**src/rtl/acc3_pkg.sv**
```systemverilog
package acc3_pkg;
    localparam int XLEN  = 16;
    localparam int OPR_W = 11;
    localparam int OFF_W = 13;

    localparam logic [4:0] OPC_LD   = 5'b00001;
    localparam logic [4:0] OPC_LDI  = 5'b00010;
    localparam logic [4:0] OPC_ST   = 5'b00011;
    localparam logic [4:0] OPC_ADD  = 5'b00100;
    localparam logic [4:0] OPC_SUB  = 5'b00101;
    localparam logic [4:0] OPC_AND  = 5'b00110;
    localparam logic [4:0] OPC_OR   = 5'b00111;
    localparam logic [4:0] OPC_SEL  = 5'b01000;
    localparam logic [4:0] OPC_HALT = 5'b01111;

    localparam logic [2:0] JOP_JMP = 3'b100;
    localparam logic [2:0] JOP_BZ  = 3'b101;
    localparam logic [2:0] JOP_BN  = 3'b110;
    localparam logic [2:0] JOP_BNZ = 3'b111;

    typedef enum logic [2:0] {S_FETCH, S_DECODE, S_EXEC, S_WB, S_HALT} phase_e;
    typedef enum logic [2:0] {ALU_PASS, ALU_ADD, ALU_SUB, ALU_AND, ALU_OR} alu_op_e;
    typedef enum logic [1:0] {C_ALWAYS, C_ZERO, C_NEG, C_NONZERO} cond_e;

    typedef struct packed {
        logic    br;
        cond_e   cond;
        logic    ldi;
        logic    rd;
        logic    st;
        logic    sel;
        logic    halt;
        alu_op_e alu;
    } ctl_t;
endpackage

```
**src/rtl/acc3_decode.sv**
```systemverilog
module acc3_decode
    import acc3_pkg::*;
(
    input  logic [4:0] head,
    output ctl_t       ctl
);
    always_comb begin
        ctl      = '0;
        ctl.cond = C_ALWAYS;
        ctl.alu  = ALU_PASS;
        if (head[4]) begin
            ctl.br = 1'b1;
            case (head[4:2])
                JOP_BZ:  ctl.cond = C_ZERO;
                JOP_BN:  ctl.cond = C_NEG;
                JOP_BNZ: ctl.cond = C_NONZERO;
                default: ctl.cond = C_ALWAYS;
            endcase
        end else begin
            case (head)
                OPC_LD:   ctl.rd = 1'b1;
                OPC_LDI:  ctl.ldi = 1'b1;
                OPC_ST:   ctl.st = 1'b1;
                OPC_ADD:  begin ctl.rd = 1'b1; ctl.alu = ALU_ADD; end
                OPC_SUB:  begin ctl.rd = 1'b1; ctl.alu = ALU_SUB; end
                OPC_AND:  begin ctl.rd = 1'b1; ctl.alu = ALU_AND; end
                OPC_OR:   begin ctl.rd = 1'b1; ctl.alu = ALU_OR;  end
                OPC_SEL:  ctl.sel = 1'b1;
                OPC_HALT: ctl.halt = 1'b1;
                default:  ;
            endcase
        end
    end
endmodule

```
**src/rtl/acc3_alu.sv**
```systemverilog
module acc3_alu
    import acc3_pkg::*;
#(
    parameter int W = XLEN
) (
    input  alu_op_e      op,
    input  logic [W-1:0] a,
    input  logic [W-1:0] b,
    output logic [W-1:0] y
);
    always_comb begin
        case (op)
            ALU_ADD: y = a + b;
            ALU_SUB: y = a - b;
            ALU_AND: y = a & b;
            ALU_OR:  y = a | b;
            default: y = b;
        endcase
    end
endmodule

```
**src/rtl/acc3_accbank.sv**
```systemverilog
module acc3_accbank #(
    parameter  int NACC = 3,
    parameter  int W    = 16,
    localparam int IW   = $clog2(NACC)
) (
    input  logic                     clk,
    input  logic                     rst_n,
    input  logic                     wr_en,
    input  logic [W-1:0]             wr_data,
    input  logic                     sel_en,
    input  logic [IW-1:0]            sel_idx,
    output logic [IW-1:0]            act_idx,
    output logic [NACC-1:0][W-1:0]   acc_all
);
    logic [IW-1:0]          act_d, act_q;
    logic [NACC-1:0][W-1:0] acc_d, acc_q;

    always_comb begin
        act_d = act_q;
        if (sel_en && (int'(sel_idx) < NACC)) begin
            act_d = sel_idx;
        end
        for (int i = 0; i < NACC; i++) begin
            acc_d[i] = (wr_en && int'(act_q) == i) ? wr_data : acc_q[i];
        end
    end

    always_ff @(posedge clk or negedge rst_n) begin
        if (!rst_n) begin
            act_q <= '0;
            acc_q <= '0;
        end else begin
            act_q <= act_d;
            acc_q <= acc_d;
        end
    end

    assign act_idx = act_q;
    assign acc_all = acc_q;
endmodule

```
**src/rtl/acc3_core.sv**
```systemverilog
module acc3_core
    import acc3_pkg::*;
#(
    parameter int IADDR_W = 16,
    parameter int NACC    = 3
) (
    input  logic               clk,
    input  logic               rst_n,
    output logic               imem_en,
    output logic [IADDR_W-1:0] imem_addr,
    input  logic [XLEN-1:0]    imem_rdata,
    output logic               dmem_re,
    output logic               dmem_we,
    output logic [OPR_W-1:0]   dmem_addr,
    output logic [XLEN-1:0]    dmem_wdata,
    input  logic [XLEN-1:0]    dmem_rdata,
    output logic               halted
);
    localparam int IW = $clog2(NACC);

    typedef struct packed {
        phase_e             ph;
        logic [IADDR_W-1:0] pc;
        logic [XLEN-1:0]    ir;
    } core_t;

    core_t                  r_d, r_q;
    ctl_t                   ctl;
    logic [XLEN-1:0]        acc_act, alu_y, acc_wd;
    logic [IW-1:0]          act_idx;
    logic [NACC-1:0][XLEN-1:0] acc_all;
    logic                   acc_we, sel_en, take;
    logic [IADDR_W-1:0]     off_ext, br_tgt;

    acc3_decode u_dec (
        .head (r_q.ir[XLEN-1 -: 5]),
        .ctl  (ctl)
    );

    acc3_alu #(.W(XLEN)) u_alu (
        .op (ctl.alu),
        .a  (acc_act),
        .b  (dmem_rdata),
        .y  (alu_y)
    );

    acc3_accbank #(.NACC(NACC), .W(XLEN)) u_bank (
        .clk     (clk),
        .rst_n   (rst_n),
        .wr_en   (acc_we),
        .wr_data (acc_wd),
        .sel_en  (sel_en),
        .sel_idx (r_q.ir[IW-1:0]),
        .act_idx (act_idx),
        .acc_all (acc_all)
    );

    // Active accumulator read mux
    always_comb begin
        acc_act = '0;
        for (int i = 0; i < NACC; i++) begin
            if (int'(act_idx) == i) acc_act = acc_all[i];
        end
    end

    // Branch condition and target (relative to the transfer's own address)
    always_comb begin
        case (ctl.cond)
            C_ZERO:    take = (acc_act == '0);
            C_NEG:     take = acc_act[XLEN-1];
            C_NONZERO: take = (acc_act != '0);
            default:   take = 1'b1;
        endcase
        off_ext = {{(IADDR_W-OFF_W){r_q.ir[OFF_W-1]}}, r_q.ir[OFF_W-1:0]};
        br_tgt  = r_q.pc - IADDR_W'(1) + off_ext;
    end

    always_comb begin
        r_d     = r_q;
        acc_we  = 1'b0;
        acc_wd  = alu_y;
        sel_en  = 1'b0;
        dmem_re = 1'b0;
        dmem_we = 1'b0;
        case (r_q.ph)
            S_FETCH: r_d.ph = S_DECODE;
            S_DECODE: begin
                r_d.ir = imem_rdata;
                r_d.pc = r_q.pc + IADDR_W'(1);
                r_d.ph = S_EXEC;
            end
            S_EXEC: begin
                r_d.ph = S_FETCH;
                if (ctl.br && take) r_d.pc = br_tgt;
                if (ctl.ldi) begin
                    acc_we = 1'b1;
                    acc_wd = {{(XLEN-OPR_W){1'b0}}, r_q.ir[OPR_W-1:0]};
                end
                if (ctl.rd) begin
                    dmem_re = 1'b1;
                    r_d.ph  = S_WB;
                end
                if (ctl.st)   dmem_we = 1'b1;
                if (ctl.sel)  sel_en  = 1'b1;
                if (ctl.halt) r_d.ph  = S_HALT;
            end
            S_WB: begin
                acc_we = 1'b1;
                r_d.ph = S_FETCH;
            end
            default: r_d.ph = S_HALT;
        endcase
    end

    always_ff @(posedge clk or negedge rst_n) begin
        if (!rst_n) begin
            r_q <= '{ph: S_FETCH, pc: '0, ir: '0};
        end else begin
            r_q <= r_d;
        end
    end

    assign imem_en    = (r_q.ph == S_FETCH);
    assign imem_addr  = r_q.pc;
    assign dmem_addr  = r_q.ir[OPR_W-1:0];
    assign dmem_wdata = acc_act;
    assign halted     = (r_q.ph == S_HALT);
endmodule

```
**config.mk**
```make
export PLATFORM = sky130hd
export DESIGN_NAME = acc3_core
export DESIGN_NICKNAME = d
export VERILOG_FILES = /design/src/rtl/acc3_pkg.sv /design/src/rtl/acc3_decode.sv /design/src/rtl/acc3_alu.sv /design/src/rtl/acc3_accbank.sv /design/src/rtl/acc3_core.sv
export SDC_FILE = /design/constraint.sdc
export NUM_CORES = 1
export LEC_CHECK = 0
export ABC_AREA = 1
export ABC_CLOCK_PERIOD_IN_PS = 4300
export BUFFER_PORTS_ARGS = -buffer_cell sky130_fd_sc_hd__buf_2
export CORE_ASPECT_RATIO = 0.8
export CORE_MARGIN = 1
export CORE_UTILIZATION = 30
export DETAILED_ROUTE_END_ITERATION = 7
export GPL_TIMING_DRIVEN = 0
export HOLD_SLACK_MARGIN = 0.02
export SETUP_SLACK_MARGIN = 0.05
export SLEW_MARGIN = 30
export SYNTH_ARGS = -nofsm -noshare
export SYNTH_HDL_FRONTEND = slang
export SYNTH_SLANG_ARGS = --single-unit
```
**constraint.sdc**
```tcl
create_clock -name clk -period 4.3 [get_ports clk]
set_input_delay 0.645 -clock clk [delete_from_list [all_inputs] [get_ports clk]]
set_output_delay 0.645 -clock clk [all_outputs]
set_load 0.02 [all_outputs]
```
# Word level (Yosys, flattened, before mapping)
# Index checks and enable logic that the tools add are counted.
# op_classes
addsub,5
magnitude_cmp,1
eq_ne,26
mux,29
bitwise_logic,2
reduce_logical,12
# op_table
cell,count
$mux W16,6
$pmux W16 S4,1
$add A16 B16 Y16,2
$pmux W16 S2,1
$pmux W3 S4,2
$eq A5 B3 Y1 const B,4
$add A16 B1 Y16 const B,1
$and A16 B16 Y16,1
$logic_not A16 Y1,1
$or A16 B16 Y16,1
$reduce_bool A16 Y1,1
$sub A16 B1 Y16 const B,1
$sub A16 B16 Y16,1
$eq A3 B3 Y1 const B,5
$eq A3 B2 Y1 const B,4
$mux W1,12
$eq A5 B2 Y1 const B,2
$eq A5 B4 Y1 const B,2
$eq A2 B2 Y1 const B,4
$mux W8,1
$eq A3 B1 Y1 const B,2
$mux W3,2
$pmux W2 S3,1
$eq A5 B1 Y1 const B,1
12 further kinds,16
# word_totals
reg_bits,85
input_bits,34

# Depth between registers and ports, before layout
# Gate-level depths: netlist (run 1).
# depth
depth_word,9
mapped_depth,22
ltp_nobuf,21

# Cells and area by module
# From an unflattened synthesis (run 1), not the netlist that was laid out.
# unflattened
hier_cells,1162
area_unflattened_um2,7790.0
# modules_own_cells
mod,instances,cells_per_inst,area_each_um2,seq_area_each_um2
acc3_core,1,582,3847.4,875.8
acc3_accbank,1,224,2107.0,1251.2
acc3_alu,1,325,1701.6,0.0
acc3_decode,1,31,133.9,0.0

# Worst setup path after synthesis (run 1)
# OpenSTA, ideal clock, no wires.
# synth_timing
path_type,input -> register
startpoint,input port dmem_rdata[0]
endpoint,"register u_bank.acc_q, in the netlist u_bank.acc_all[41]"
setup_time_ns,0.118
t_arrival_ns,2.855
setup_slack_ns,1.327
path_stages,17
path_buffers,0
cell_sequence,inv_1 > ha_1 > nand2_1 > nor3_1 > nand2_1 > o21ai_0 > xor2_1 > inv_1 > ha_1 > nand2_1 > o21ai_0 > a21oi_1 > or2_2 > nand3_1 > nand2_1 > nand3_1 > nand2_1
# synth_via
elab_chain_cells,4
word_cells_on_any_way,5
# synth_rtl
item,line_no,source
"start, declared",acc3_core.sv:16,"input logic [XLEN-1:0] dmem_rdata,"
$sub A16 B16 Y16 or $add A16 B16 Y16 (tied branches),"acc3_alu.sv:14, acc3_alu.sv:13",
$pmux W16 S4 *,acc3_alu.sv:12,case (op)
$mux W16,acc3_core.sv:95,if (ctl.ldi) begin
$mux W16 *,acc3_core.sv:85,case (r_q.ph)
"end signal, assigned",acc3_accbank.sv:31,acc_q <= '0;
"end signal, assigned",acc3_accbank.sv:34,acc_q <= acc_d;
"end, declared",acc3_accbank.sv:16,"logic [NACC-1:0][W-1:0] acc_d, acc_q;"
# Every way passes the cells marked *; elsewhere a longest branch is shown, timed or not.
# A chain may end at the register's enable or synchronous reset.

# Worst setup path after layout (run 1)
# layout_timing
startpoint,register r_q[14] (netlist name)
endpoint,"register u_bank.acc_q, in the netlist u_bank.acc_all[8]"
# layout_via
elab_chain_cells,7
word_cells_on_any_way,18
# layout_rtl
item,line_no,source
"start, declared",acc3_core.sv:27,"core_t r_d, r_q;"
"start signal, assigned",acc3_core.sv:117,"r_q <= '{ph: S_FETCH, pc: '0, ir: '0};"
"start signal, assigned",acc3_core.sv:119,r_q <= r_d;
$eq A5 B3 Y1,acc3_decode.sv:20,case (head)
$pmux W3 S4,acc3_decode.sv:20,
$mux W8 *,acc3_decode.sv:11,if (head[4]) begin
"$eq A3 B3 Y1, or another cell as far along",acc3_alu.sv:12,
$pmux W16 S4,acc3_alu.sv:12,
$mux W16,acc3_core.sv:95,
$mux W16,acc3_core.sv:85,
# Marks and branches as above.

==> impl_results.md, run 1 <==
* Status: completed
* Root Buffer: clkbuf_16
* Syn nets at 1,164
* Clock sink count at 85
* DR vias/cell at 4.95
* Largest net degree at the start of global routing at 68
* # rows at 50
* Reg2reg path depth at 17
* Reg2Reg Launch Point: r_q[14]$_DFFE_PN0P_
* Routability cong. at 0.956
* Antenna cells at 0
* Initial DRC count at 714
* Fill count at 2,525
* Clock slew seen by the registers of the worst setup and hold paths at 0.07 ns
* Post-synth EDFFs at 0
* Synth warn at 0
* Fmax at 252 MHz
* Synth unique cells at 42
* Hold Path Class: input pin to asynchronous set/reset pin
* Dominant cell type by area after synthesis: dfrtp_1
* Fin. max-slew vios at 0
* Max_slew headroom at 49.7%
* Area of the mapped netlist at 7130 um^2
* Total gr overflow at 0
* CTS tree: done
* DP Wirelength at 18,400 um
* Tmin final at 3.96 ns
* Post-synthesis sequential area ratio at 29.8%
* I/O pins at 81
* Layout net count at 1,256
* Starting density of the core at 30.6%
* RSZ-0062 raised after global routing: no
* Final setup viols at 0
* CP required at 4.58 ns
* DRC at 0
* Layout Utilization at 35.6%
* Chip Width at 174 um
* Ys async rst share at 100%
* Most frequent cells in the layout: 294 x nand2_1, 135 x inv_1, 127 x nand3_1, 94 x nor2_1, 88 x buf_2
* Crit share post-route at 92.1%
* Vias in the first global route at 6,613
* Mean Syn Cell Area at 6.61 um^2
* VDD IR max at 0.306 mV
* Initial antenna violation count at 0
* Setup Skew at 0.00883 ns
* Crit end category: flip-flop
* Global-route wire length before repair at 36,700 um
* Vias at 7,365
* # H-tree levels at 3
* Commonest non-fill, non-tap cell in the layout: nand2_1
* Setup slack after layout at 0.339 ns
* Drt first pass iters at 7
* Total CTS buffers at 9
* Total GRT Usage at 19.2%
* Pwr dens at 908 nW/um^2
* Most common cell on crit path: nand2_1
* Worst-Margin Slew at 0.751 ns
* Setup bufs post-CTS at 0
* Ratio of cells with drive above 1 in the final layout at 13.3%
* Die H at 140 um
* WP buf/inv at 4
* #FFs+latches synth at 85
* Worst Setup SP: r_q[14]$_DFFE_PN0P_
* CP Cell Sequence: inv_1 -> nand2_1 -> nor2_2 -> nand2_1 -> clkbuf_1 -> inv_1 -> o21ai_0 -> fa_1 -> nand2_1 -> nand2_1 -> o21ai_0 -> inv_1 -> a21oi_1 -> xor2_1 -> o21ai_0 -> nand3_1 -> nand2_1
* Max-capacitance violation count at 0
* Post-Place Setup Slack at 0.173 ns
* P&R area growth vs syn at 16.4%
* Hold slack at 0.141 ns
* R2r endpoint: u_bank.acc_all[8]$_DFFE_PN0P_
* Post-route ant nets at 0
* Reg2reg setup slack at 0.34 ns
* Post-synth top flop: dfrtp_1
* Startpoint types: flip-flop
* Critical path arrival at 4.24 ns
* CP max-delay cell: o21ai_0
* Worst-case clock buffer depth at 2
* DR WL/cell at 15.5 um
* Delay of the slowest critical-path stage at 0.48 ns
* Full die area at 24,400 um^2
* Port buffer count at 80
* Hold Fails Final Rpt at 0
* Worst-Skew Late Latency at 0.34 ns
* Crit path kind: flip-flop to flip-flop
* Crit path max fanout at 10
* Cells after synthesis at 1,080
* Core ar. at 23,300 um^2
* Synth area leaders: dfrtp_1 30%, nand2_1 15%, nand3_1 8.9%
* Post-Route Setup TNS at 0 ns
* Routed WL at 23,100 um
* Leakage at 4.33 nW
* Total Power at 7.54 mW
* Yosys top cell area share at 29.8%
* Crit-path leading delay family: simple AND/OR/NAND/NOR gates
[cells by family (layout without fill, tap and decap cells)]
logic type	after synthesis	in the layout	share of synthesized area, %
AO/OA/AOI/OAI	175	175	13.5
XOR/XNOR	26	26	3.19
adder cells (fa/ha/maj)	50	50	8.98
buffers and inverters	195	292	12.2
flip-flops	85	85	29.8
AND/OR/NAND/NOR	549	549	32.3
[routing by layer]
layer	share of wire, %	wire length [um]	global-route usage (%)	up-vias
li1	-	-	-	3668
met1	51	11900	29.6	3382
met2	39	9080	26.7	292
met3	7.7	1780	4.15	23
met4	1.6	363	4.71	0
met5	0	0	0	-
[cell type report]
class / count / area (um^2) / area share, %
inverter: 141 / 529 / 6.38
timing repair buffer: 81 / 434 / 5.23
tap: 312 / 390 / 4.70
multi-input combinational: 800 / 4140 / 49.9
buffer: 54 / 338 / 4.07
sequential: 85 / 2130 / 25.6
clock inverter: 5 / 108 / 1.30
clock buffer: 11 / 233 / 2.80
[registers in the layout (all words and copies together), names as in the netlist]
register and count:
u_bank.act_idx 2, imem_addr 16, u_bank.acc_all 48, off_ext 2
r_q 6, dmem_addr 11
[cell usage after synthesis (all sizes together) (6+ instances only)]
cell type  count
nand2        298
inv          140
nand3        127
nor2         100
dfrtp         85
o21ai         77
a21oi         63
ha            48
buf           40
xor2          23
clkbuf        14
nor3          11
o211ai         6
o21bai         6
[what timing repair did]
item / 4_1_cts / 5_1_grt
gates resized for setup: 0 / 1
setup endpoints to repair: 0 / 21
hold buffers: 0 / 0
[where the power goes]
part,internal (mW),total [mW],leakage [nW],switching [mW]
Sequential,1.16,1.46,0.946,0.298
Combinational,1.78,5.17,3.22,3.39
Clock,0.572,0.915,0.164,0.343
Total,3.51,7.54,4.33,4.03
[how the worst max path moves through the flow]
| stage | endpoint | cells after the start | slack (ns) |
|---|---|---|---|
| 2_1_floorplan | u_bank.acc_all[41]$_DFFE_PN0P_ | 17 | 1.33 |
| 3_3_place_gp | u_bank.acc_all[30]$_DFFE_PN0P_ | 19 | 0.21 |
| 3_5_place_dp | u_bank.acc_all[8]$_DFFE_PN0P_ | 17 | 0.17 |
| 4_1_cts | u_bank.acc_all[8]$_DFFE_PN0P_ | 17 | 0.13 |
| 5_1_grt | u_bank.acc_all[40]$_DFFE_PN0P_ | 17 | 0.07 |
| 6_report | u_bank.acc_all[8]$_DFFE_PN0P_ | 17 | 0.34 |
[per-stage QoR]
stage          instances  instance area, um^2
6_report            1489                 8300
5_1_grt             1489                 8300
4_1_cts             1489                 8300
3_5_place_dp        1473                 7960
3_3_place_gp        1472                 7930
2_1_floorplan       1080                 7130
Power figures use the tool's default switching activity.
==> inputs of run 2 (changes only) <==
--- a/config.mk
+++ b/config.mk
@@ -14,6 +14,7 @@
 export DETAILED_ROUTE_END_ITERATION = 7
 export GPL_TIMING_DRIVEN = 0
 export HOLD_SLACK_MARGIN = 0.02
+export MAX_ROUTING_LAYER = met4
 export SETUP_SLACK_MARGIN = 0.05
 export SLEW_MARGIN = 30
 export SYNTH_ARGS = -nofsm -noshare
==> impl_results.md, run 2 (same netlist as run 1, synthesis figures left out) <==
* Status: completed (unchanged)
* Largest net degree at the start of global routing at 68 (unchanged)
* CP required at 4.60 ns (was 4.58 ns)
* I/O pins at 81 (unchanged)
* Leakage at 4.30 nW (was 4.33 nW)
* Number of flip-flops in the largest register at 48 (unchanged)
* Total Power at 7.47 mW (was 7.54 mW)
* Hold slack at 0.120 ns (was 0.141 ns)
* VDD IR max at 0.253 mV (was 0.306 mV)
* Port buffer count at 80 (unchanged)
* Crit path max fanout at 10 (unchanged)
* DR WL/cell at 15.9 um (was 15.5 um)
* Tmin final at 3.84 ns (was 3.96 ns)
* P&R area growth vs syn at 15.6% (was 16.4%)
* # H-tree levels at 3 (unchanged)
* Clock slew seen by the registers of the worst setup and hold paths at 0.07 ns (about the same)
* Commonest non-fill, non-tap cell in the layout: nand2_1 (unchanged)
* Starting density of the core at 30.6% (unchanged)
* Max-capacitance violation count at 0 (unchanged)
* Fill count at 2,530 (was 2,525)
* # rows at 50 (unchanged)
* DP Wirelength at 18,900 um (was 18,400 um)
* Final setup viols at 0 (unchanged)
* Total CTS buffers at 9 (unchanged)
* Drt first pass iters at 5 (was 7)
* Antenna cells at 0 (unchanged)
* Crit path kind: flip-flop to flip-flop (unchanged)
* Worst-Skew Late Latency at 0.36 ns (was 0.34 ns)
* Delay of the slowest critical-path stage at 0.42 ns (was 0.48 ns)
* Most frequent cells in the layout: 294 x nand2_1, 135 x inv_1, 127 x nand3_1, 94 x nor2_1, 88 x buf_2 (unchanged)
* Initial DRC count at 738 (was 714)
* Critical path arrival at 4.14 ns (was 4.24 ns)
* Root Buffer: clkbuf_16 (unchanged)
* Final instance area at 8250 um^2 (was 8300 um^2)
* Fin. max-slew vios at 0 (unchanged)
* Fmax at 261 MHz (was 252 MHz)
* Core ar. at 23,300 um^2 (unchanged)
* CP max-delay cell: dfrtp_1 (was o21ai_0)
* DR vias/cell at 4.90 (was 4.95)
* Hold Fails Final Rpt at 0 (unchanged)
* Initial antenna violation count at 0 (unchanged)
* DRC at 0 (unchanged)
* Post-Route Setup TNS at 0 ns (unchanged)
* Clock sink count at 85 (unchanged)
* Routability cong. at 0.953 (was 0.956)
* Worst-Margin Slew at 0.768 ns (was 0.751 ns)
* Worst-case clock buffer depth at 2 (unchanged)
* Chip Width at 174 um (unchanged)
* Global-route wire length before repair at 37,300 um (was 36,700 um)
* Hold Path Class: input pin to asynchronous set/reset pin (unchanged)
* Layout net count at 1,256 (unchanged)
* Placed Area at 7960 um^2 (unchanged)
* RSZ-0062 raised after global routing: no (unchanged)
* Total GRT Usage at 20.6% (was 19.2%)
* Crit end category: flip-flop (unchanged)
* Setup Skew at 0.00666 ns (was 0.00883 ns)
* Reg area at 2130 um^2 (unchanged)
* CP Cell Sequence: inv_1 -> nand2_1 -> nor2_2 -> nand2_1 -> clkbuf_1 -> inv_1 -> nor2_1 -> xor2_1 -> ha_1 -> nand2_1 -> nand2_1 -> o21ai_0 -> o21ai_1 -> nand3_1 -> nand2_1 -> nor2_1 -> o21bai_1 -> nand3_1 -> nand2_1 (was inv_1 -> nand2_1 -> nor2_2 -> nand2_1 -> clkbuf_1 -> inv_1 -> o21ai_0 -> fa_1 -> nand2_1 -> nand2_1 -> o21ai_0 -> inv_1 -> a21oi_1 -> xor2_1 -> o21ai_0 -> nand3_1 -> nand2_1)
* Full die area at 24,400 um^2 (unchanged)
* Vias at 7,300 (was 7,365)
* CTS tree: done (unchanged)
* Crit share post-route at 89.3% (was 92.1%)
* Most common cell on crit path: nand2_1 (unchanged)
* Setup bufs post-CTS at 0 (unchanged)
* Area of the multi-input gates at 4140 um^2 (unchanged)
* Max_slew headroom at 48.6% (was 49.7%)
* Pwr dens at 906 nW/um^2 (was 908 nW/um^2)
* Ratio of cells with drive above 1 in the final layout at 13.4% (was 13.3%)
* # hold bufs at CTS at 0 (unchanged)
* Startpoint types: flip-flop (unchanged)
* Post-route ant nets at 0 (unchanged)
* Vias in the first global route at 6,566 (was 6,613)
* Die H at 140 um (unchanged)
* Total gr overflow at 0 (unchanged)
* Routed WL at 23,700 um (was 23,100 um)
run 2: path summary, 6_finish.rpt:
check / startpoint / endpoint / slack, ns / cells past startpoint
setup / recovery: r_q[14]$_DFFE_PN0P_ / u_bank.acc_all[30]$_DFFE_PN0P_ / 0.46 / 19
hold / removal: rst_n / imem_addr[9]$_DFFE_PN0P_ / 0.12 / 1
setup reg to reg: r_q[14]$_DFFE_PN0P_ / u_bank.acc_all[30]$_DFFE_PN0P_ / 0.46 / 19
hold reg to reg: u_bank.acc_all[10]$_DFFE_PN0P_ / u_bank.acc_all[10]$_DFFE_PN0P_ / 0.48 / 2
max in group asynchronous: rst_n / u_bank.acc_all[24]$_DFFE_PN0P_ / 3.58 / 2
min in group clk: u_bank.acc_all[10]$_DFFE_PN0P_ / u_bank.acc_all[10]$_DFFE_PN0P_ / 0.48 / 2
run 2: layer usage:
| metal | wire length (um) | share of wire (%) | GRT usage (%) | vias to the layer above |
|---|---|---|---|---|
| met3 | 2010 | 8.5 | 4.21 | 21 |
| met1 | 12000 | 51 | 30.5 | 3333 |
| li1 | - | - | - | 3664 |
| met5 | 0 | 0 | - | - |
| met2 | 9390 | 40 | 28.1 | 282 |
| met4 | 325 | 1.4 | 4.62 | 0 |
run 2: critical path, delay by kind of cell, from the launching register on:
kind / cells / cell delay (ns)
AOI/OAI and AO/OA: 3 / 0.80
xor gates and xnor gates: 1 / 0.15
buffers and inverters: 3 / 0.69
DFF: 1 / 0.42
adders and majority gates: 1 / 0.33
and+or+nand+nor: 11 / 1.37
run 2: repair_timing:
| item | 4_1_cts | 5_1_grt |
|---|---|---|
| setup endpoints to repair | 0 | 26 |
| hold endpoints to repair | 0 | 0 |
| resized for setup | 0 | 3 |
run 2: final cells by class:
class | count | area share [%]
multi-input combinational | 800 | 50.2
sequential | 85 | 25.8
buffer | 54 | 4.10
inverter | 141 | 6.42
clock inverter | 6 | 0.561
clock buffer | 10 | 2.90
tap | 312 | 4.73
timing repair buffer | 81 | 5.26
run 2: where the power goes:
group	switching, mW	leakage, nW	total [mW]	internal [mW]
clock network	0.363	0.135	0.774	0.411
registers	0.303	0.946	1.46	1.16
logic	3.45	3.22	5.23	1.78
total	4.12	4.30	7.47	3.35
run 2: metrics by stage:
stage	setup WS, ns	util [%]	instances
floorplan	1.33	-	1080
CTS	0.156	35.3	1489
global route	0.0581	35.3	1489
finish	0.461	35.3	1489
global placement	0.191	34.0	1472
detailed placement	0.170	34.1	1473
